`src/rtl/port_latch_pkg.sv`:
```
package port_latch_pkg;
  localparam int unsigned REG_DATA      = 0;
  localparam int unsigned REG_FLAG      = 1;
  localparam int unsigned FLAG_IRQ_BIT  = 0;
  localparam int unsigned FLAG_HELD_BIT = 1;

  typedef enum logic {
    POL_FALL = 1'b0,
    POL_RISE = 1'b1
  } edge_pol_e;
endpackage

```
`src/rtl/ctl_edge_sync.sv`:
```
module ctl_edge_sync #(
  parameter int unsigned STAGES = 2
) (
  input  logic clk_i,
  input  logic rst_ni,
  input  logic ctl_i,
  input  logic pol_i,
  output logic edge_o
);
  import port_latch_pkg::*;

  logic [STAGES-1:0] sync_q;
  logic              prev_q;
  logic              level;

  always_ff @(posedge clk_i or negedge rst_ni) begin
    if (!rst_ni) sync_q[0] <= 1'b0;
    else         sync_q[0] <= ctl_i;
  end

  for (genvar g = 1; g < STAGES; g++) begin : g_stage
    always_ff @(posedge clk_i or negedge rst_ni) begin
      if (!rst_ni) sync_q[g] <= 1'b0;
      else         sync_q[g] <= sync_q[g-1];
    end
  end

  assign level = sync_q[STAGES-1];

  always_ff @(posedge clk_i or negedge rst_ni) begin
    if (!rst_ni) prev_q <= 1'b0;
    else         prev_q <= level;
  end

  always_comb begin
    if (edge_pol_e'(pol_i) == POL_RISE) edge_o = level & ~prev_q;
    else                                edge_o = ~level & prev_q;
  end
endmodule

```
`src/rtl/pin_align.sv`:
```
module pin_align #(
  parameter int unsigned W      = 8,
  parameter int unsigned STAGES = 2
) (
  input  logic         clk_i,
  input  logic         rst_ni,
  input  logic [W-1:0] pins_i,
  output logic [W-1:0] pins_o
);
  // matches the control synchronizer depth so the captured byte lines up
  logic [W-1:0] pipe_q [STAGES];

  always_ff @(posedge clk_i or negedge rst_ni) begin
    if (!rst_ni) pipe_q[0] <= '0;
    else         pipe_q[0] <= pins_i;
  end

  for (genvar g = 1; g < STAGES; g++) begin : g_stage
    always_ff @(posedge clk_i or negedge rst_ni) begin
      if (!rst_ni) pipe_q[g] <= '0;
      else         pipe_q[g] <= pipe_q[g-1];
    end
  end

  assign pins_o = pipe_q[STAGES-1];
endmodule

```
`src/rtl/latch_core.sv`:
```
module latch_core #(
  parameter int unsigned W = 8
) (
  input  logic         clk_i,
  input  logic         rst_ni,
  input  logic         latch_en_i,
  input  logic         edge_i,
  input  logic         rearm_i,
  input  logic [W-1:0] sample_i,
  output logic [W-1:0] hold_o,
  output logic         armed_o,
  output logic         irq_o
);
  logic [W-1:0] hold_q;
  logic         armed_q;
  logic         irq_q;
  logic         open;

  // a data read in the same cycle as an edge still lets the edge capture
  assign open = armed_q | rearm_i;

  always_ff @(posedge clk_i or negedge rst_ni) begin
    if (!rst_ni) begin
      hold_q  <= '0;
      armed_q <= 1'b1;
      irq_q   <= 1'b0;
    end else if (!latch_en_i) begin
      hold_q  <= sample_i;
      armed_q <= 1'b1;
      if (edge_i)       irq_q <= 1'b1;
      else if (rearm_i) irq_q <= 1'b0;
    end else if (open) begin
      hold_q  <= sample_i;
      armed_q <= ~edge_i;
      if (edge_i)       irq_q <= 1'b1;
      else if (rearm_i) irq_q <= 1'b0;
    end
  end

  assign hold_o  = hold_q;
  assign armed_o = armed_q;
  assign irq_o   = irq_q;
endmodule

```
`src/rtl/reg_read_mux.sv`:
```
module reg_read_mux #(
  parameter int unsigned W      = 8,
  parameter int unsigned ADDR_W = 2
) (
  input  logic [ADDR_W-1:0] addr_i,
  input  logic              latch_en_i,
  input  logic [W-1:0]      pins_i,
  input  logic [W-1:0]      hold_i,
  input  logic              armed_i,
  input  logic              irq_i,
  output logic [W-1:0]      rdata_o
);
  import port_latch_pkg::*;

  logic [W-1:0] flag_word;

  always_comb begin
    flag_word                = '0;
    flag_word[FLAG_IRQ_BIT]  = irq_i;
    flag_word[FLAG_HELD_BIT] = ~armed_i;
  end

  always_comb begin
    if (addr_i == ADDR_W'(REG_DATA))      rdata_o = latch_en_i ? hold_i : pins_i;
    else if (addr_i == ADDR_W'(REG_FLAG)) rdata_o = flag_word;
    else                                  rdata_o = '0;
  end
endmodule

```
`src/rtl/byte_ready_port_latch.sv`:
```
module byte_ready_port_latch #(
  parameter int unsigned DATA_W      = 8,
  parameter int unsigned ADDR_W      = 2,
  parameter int unsigned SYNC_STAGES = 2
) (
  input  logic              clk_i,
  input  logic              rst_ni,
  input  logic [DATA_W-1:0] pins_i,
  input  logic              ctl_i,
  input  logic              latch_en_i,
  input  logic              edge_pol_i,
  input  logic              rd_i,
  input  logic [ADDR_W-1:0] addr_i,
  output logic [DATA_W-1:0] rdata_o,
  output logic              irq_o
);
  import port_latch_pkg::*;

  logic [DATA_W-1:0] sample_w;
  logic [DATA_W-1:0] hold_w;
  logic              edge_w;
  logic              armed_w;
  logic              rearm_w;

  assign rearm_w = rd_i & (addr_i == ADDR_W'(REG_DATA));

  ctl_edge_sync #(.STAGES(SYNC_STAGES)) u_sync (
    .clk_i  (clk_i),
    .rst_ni (rst_ni),
    .ctl_i  (ctl_i),
    .pol_i  (edge_pol_i),
    .edge_o (edge_w)
  );

  pin_align #(.W(DATA_W), .STAGES(SYNC_STAGES)) u_align (
    .clk_i  (clk_i),
    .rst_ni (rst_ni),
    .pins_i (pins_i),
    .pins_o (sample_w)
  );

  latch_core #(.W(DATA_W)) u_core (
    .clk_i      (clk_i),
    .rst_ni     (rst_ni),
    .latch_en_i (latch_en_i),
    .edge_i     (edge_w),
    .rearm_i    (rearm_w),
    .sample_i   (sample_w),
    .hold_o     (hold_w),
    .armed_o    (armed_w),
    .irq_o      (irq_o)
  );

  reg_read_mux #(.W(DATA_W), .ADDR_W(ADDR_W)) u_mux (
    .addr_i     (addr_i),
    .latch_en_i (latch_en_i),
    .pins_i     (pins_i),
    .hold_i     (hold_w),
    .armed_i    (armed_w),
    .irq_i      (irq_o),
    .rdata_o    (rdata_o)
  );
endmodule

```
`config.mk`:
```
export PLATFORM = sky130hd
export DESIGN_NAME = byte_ready_port_latch
export DESIGN_NICKNAME = d
export VERILOG_FILES = /design/src/rtl/port_latch_pkg.sv /design/src/rtl/ctl_edge_sync.sv /design/src/rtl/pin_align.sv /design/src/rtl/latch_core.sv /design/src/rtl/reg_read_mux.sv /design/src/rtl/byte_ready_port_latch.sv
export SDC_FILE = /design/constraint.sdc
export NUM_CORES = 1
export LEC_CHECK = 0
export BUFFER_PORTS_ARGS = -buffer_cell sky130_fd_sc_hd__buf_2
export CELL_PAD_IN_SITES_DETAIL_PLACEMENT = 0
export CELL_PAD_IN_SITES_GLOBAL_PLACEMENT = 2
export CORE_ASPECT_RATIO = 1.4
export CORE_MARGIN = 8
export CORE_UTILIZATION = 31
export CTS_BUF_LIST = sky130_fd_sc_hd__clkbuf_16
export DETAILED_ROUTE_END_ITERATION = 8
export GPL_TIMING_DRIVEN = 0
export PLACE_DENSITY_LB_ADDON = 0.3
export RECOVER_POWER = 50
export SYNTH_ARGS = -nofsm -noshare
export SYNTH_HDL_FRONTEND = slang
export SYNTH_SLANG_ARGS = --single-unit
```
`constraint.sdc`:
```
create_clock -name clk_i -period 1.1 [get_ports clk_i]
set_input_delay 0.11 -clock clk_i [delete_from_list [all_inputs] [get_ports clk_i]]
set_output_delay 0.11 -clock clk_i [all_outputs]
set_load 0.02 [all_outputs]
```
==> out/metrics.csv <==
metric;value;unit
outcome;finished, violations left;
violations;negative setup slack;
synth_top_area_share;67.9;%
path_class;reg2out;
die_y;84.3;microns
fin_nets;126;
ys.flop_type;dfrtp_1;
crit_path_start;u_core.hold_o[0]$_DFFE_PN0P_;
synth_most_common_cell;dfrtp_1;
core-area;3280;sq um
finalCritPeriodShare;122;%
finalSetupViolCount;12;
routed_wl;2200;microns
power_density;1770;nW/um^2
cp.arrival;1.23;ns
cp_slowest_cell;dfrtp_1;
p_leak;0.720;nW
dpl.hpwl;1370;microns
initial_core_util;31.4;%
max_freq;746;MHz
cts_tree;yes;
cap_violations;0;
viasPerCell;4.32;
antenna_found_initial;0;
grt_max_degree;30;
r2r_cells;3;
io_buffer_count;23;
cp-start-kind;register;
grt_pass1_wl;3790;microns
rows;25;
fill_cells;311;
h-tree-depth;2;
synth_cell_type_count;17;
crit_cells;4;
grt_overflow_total;0;
drt.antenna.violating_nets;0;
crit_path_max_fanout;2;
io_pins;25;
seq_area;727;sq um
syn_to_final_growth;46.7;%
synth_top_area_cell;dfrtp_1;
num_vias;653;
slowest_delay;0.37;ns
fin_tns_setup;-1.11;ns
grt_pass1_vias;784;
drt_iter0_drc;14;
synth_edf_count;0;
grtUsageTotal;9.20;%
r2r_end;u_core.hold_o[0]$_DFFE_PN0P_;
synthArstFlopShare;100;%
crit_path_end_kind;output port;
mappedNetlistArea;1030;sq um
clock_path_buffers;2;
rrSetupSlack;-0.12;ns
max_slew.worst_pin.slew;0.699;ns
synth_seq_cells;29;
yosysWarnings;0;
critical_path.endpoint;rdata_o[0];
hp-class;in2reg;
dp_worst_setup_slack;-0.321;ns
place_congestion;0.644;
fin_worst_skew;0.00624;ns
avgSynthCellArea;15.4;sq um
cts_buffers;5;
relSlewSlack;53.4;%
drt-wirelength-per-cell;14.5;microns
drive_gt1_share;42.3;%
path_cells;mux2_4 > mux2i_1 > nor2_1 > buf_4;
clkTransAtPathRegs;0.05;ns
insertedDiodeCount;0;
slew_violations;0;
ir_worst_vdd;1.37;mV
rsz0062_at_grt;true;
setup_ws;-0.240;ns
synth-seq-area-share;70.4;%
cts-root-buf;clkbuf_16;
dieWidth;64.8;microns
synth_common_cells;dfrtp_1 (28), mux2_2 (9), nor2_1 (8);
syn_nets;83;
crit_family;multiplexers;
netlist_instances;67;
finalCriticalPeriod;1.34;ns
die_area;5460;sq um
cts_sinks;29;
cp.required;0.99;ns
path_buf_inv;1;
multiInputGateArea;327;sq um
drc;0;
hold_viol;0;
firstDrtPassIters;2;
r2r_start;u_core.armed_o$_DFFE_PN1P_;
clkLatencyLatePin;0.27;ns
synth_area_leaders;dfrtp_1 (68%), mux2_2 (9.8%), mux2i_1 (6.8%);
[where the power goes]
group	switching, mW	total (mW)	internal [mW]
registers	0.0341	1.17	1.14
logic	0.132	0.283	0.151
clock network	0.414	1.22	0.807
[flip-flops by register name, summed over array words and instances (netlist names)]
register and count:
u_align.pins_o 8, u_align.pipe_q 8, u_core.armed_o 1, u_core.hold_o 8
u_core.irq_o 1, u_sync.level 1, u_sync.prev_q 1, u_sync.sync_q 1
[cells by family (layout without fill, tap and decap cells)]
family / after synthesis / count (layout) / synth area share (%)
mux: 16 / 16 / 16.6
buf+inv: 3 / 47 / 1.45
compound gates: 6 / 6 / 5.70
simple gates: 13 / 13 / 5.82
flops: 29 / 29 / 70.4
[per-stage QoR]
stage | total power [mW] | util, % | std cells | cell area, sq um | hold WS (ns)
2_1_floorplan | 1.31 | - | 67 | 1040 | -0.186
3_3_place_gp | 1.40 | 36.7 | 130 | 1200 | 0.151
3_5_place_dp | 1.41 | 36.7 | 130 | 1200 | 0.170
4_1_cts | 2.70 | 45.5 | 149 | 1490 | 0.144
5_1_grt | 2.80 | 46.1 | 151 | 1510 | 0.182
6_report | 2.68 | 46.1 | 151 | 1510 | 0.157
[what timing repair did]
item                                    CTS  global route
resized for setup                         8             1
hold endpoints to repair                 37             0
hold buffers                             10             0
endpoints found under the setup margin   18            16
buffers inserted                          2             2
pin swaps                                 1             1
[routing by layer]
metal / global-route usage, % / wire, microns / vias up
met1: 9.80 / 935 / 318
met5: 0 / 0 / -
met2: 14.1 / 1060 / 19
li1: - / - / 311
met4: 5.38 / 43 / 0
met3: 4.79 / 160 / 5
[area by class of cell]
cell class / instances / share of cell area, %
sequential: 29 / 48.0
multi-input combinational: 35 / 21.6
timing repair buffer: 37 / 17.1
clock buffer: 5 / 8.26
tap: 40 / 3.31
clock inverter: 3 / 0.744
buffer: 1 / 0.744
inverter: 1 / 0.248
[cells in the final DEF (no fill, tap or decap)]
master	count
or2_2	1
buf_6	1
nor2_1	8
o21ba_2	1
a211oi_1	2
mux2i_1	7
nand2_1	1
inv_1	2
clkbuf_2	1
o2bb2ai_2	1
dfstp_2	1
clkinv_1	1
clkbuf_1	1
buf_4	4
clkbuf_16	5
a211oi_4	1
nor2b_1	2
buf_12	1
nor3b_1	1
mux2_2	1
a21oi_1	1
mux2_4	8
dfrtp_1	28
buf_2	20
inv_2	1
dlygate4sd3_1	10
[worst reg2reg max path, stage by stage (launching register included)]
cell and delay, ns:
dfstp_2 0.38, a211oi_4 0.21, buf_12 0.18, mux2_2 0.33
[worst min-delay path by stage]
| stage | endpoint | slack [ns] | depth (start not counted) | from |
|---|---|---|---|---|
| floorplan | u_align.pins_o[0]$_DFF_PN0_ | -0.19 | 0 | rst_ni |
| global placement | u_align.pipe_q[10]$_DFF_PN0_ | 0.15 | 1 | rst_ni |
| detailed placement | u_align.pins_o[2]$_DFF_PN0_ | 0.17 | 1 | rst_ni |
| CTS | u_core.irq_o$_DFFE_PN0P_ | 0.14 | 3 | rd_i |
| global route | u_core.irq_o$_DFFE_PN0P_ | 0.18 | 3 | rd_i |
| finish | u_core.irq_o$_DFFE_PN0P_ | 0.16 | 3 | rd_i |
No activity file was read; power rests on OpenSTA's default activity.
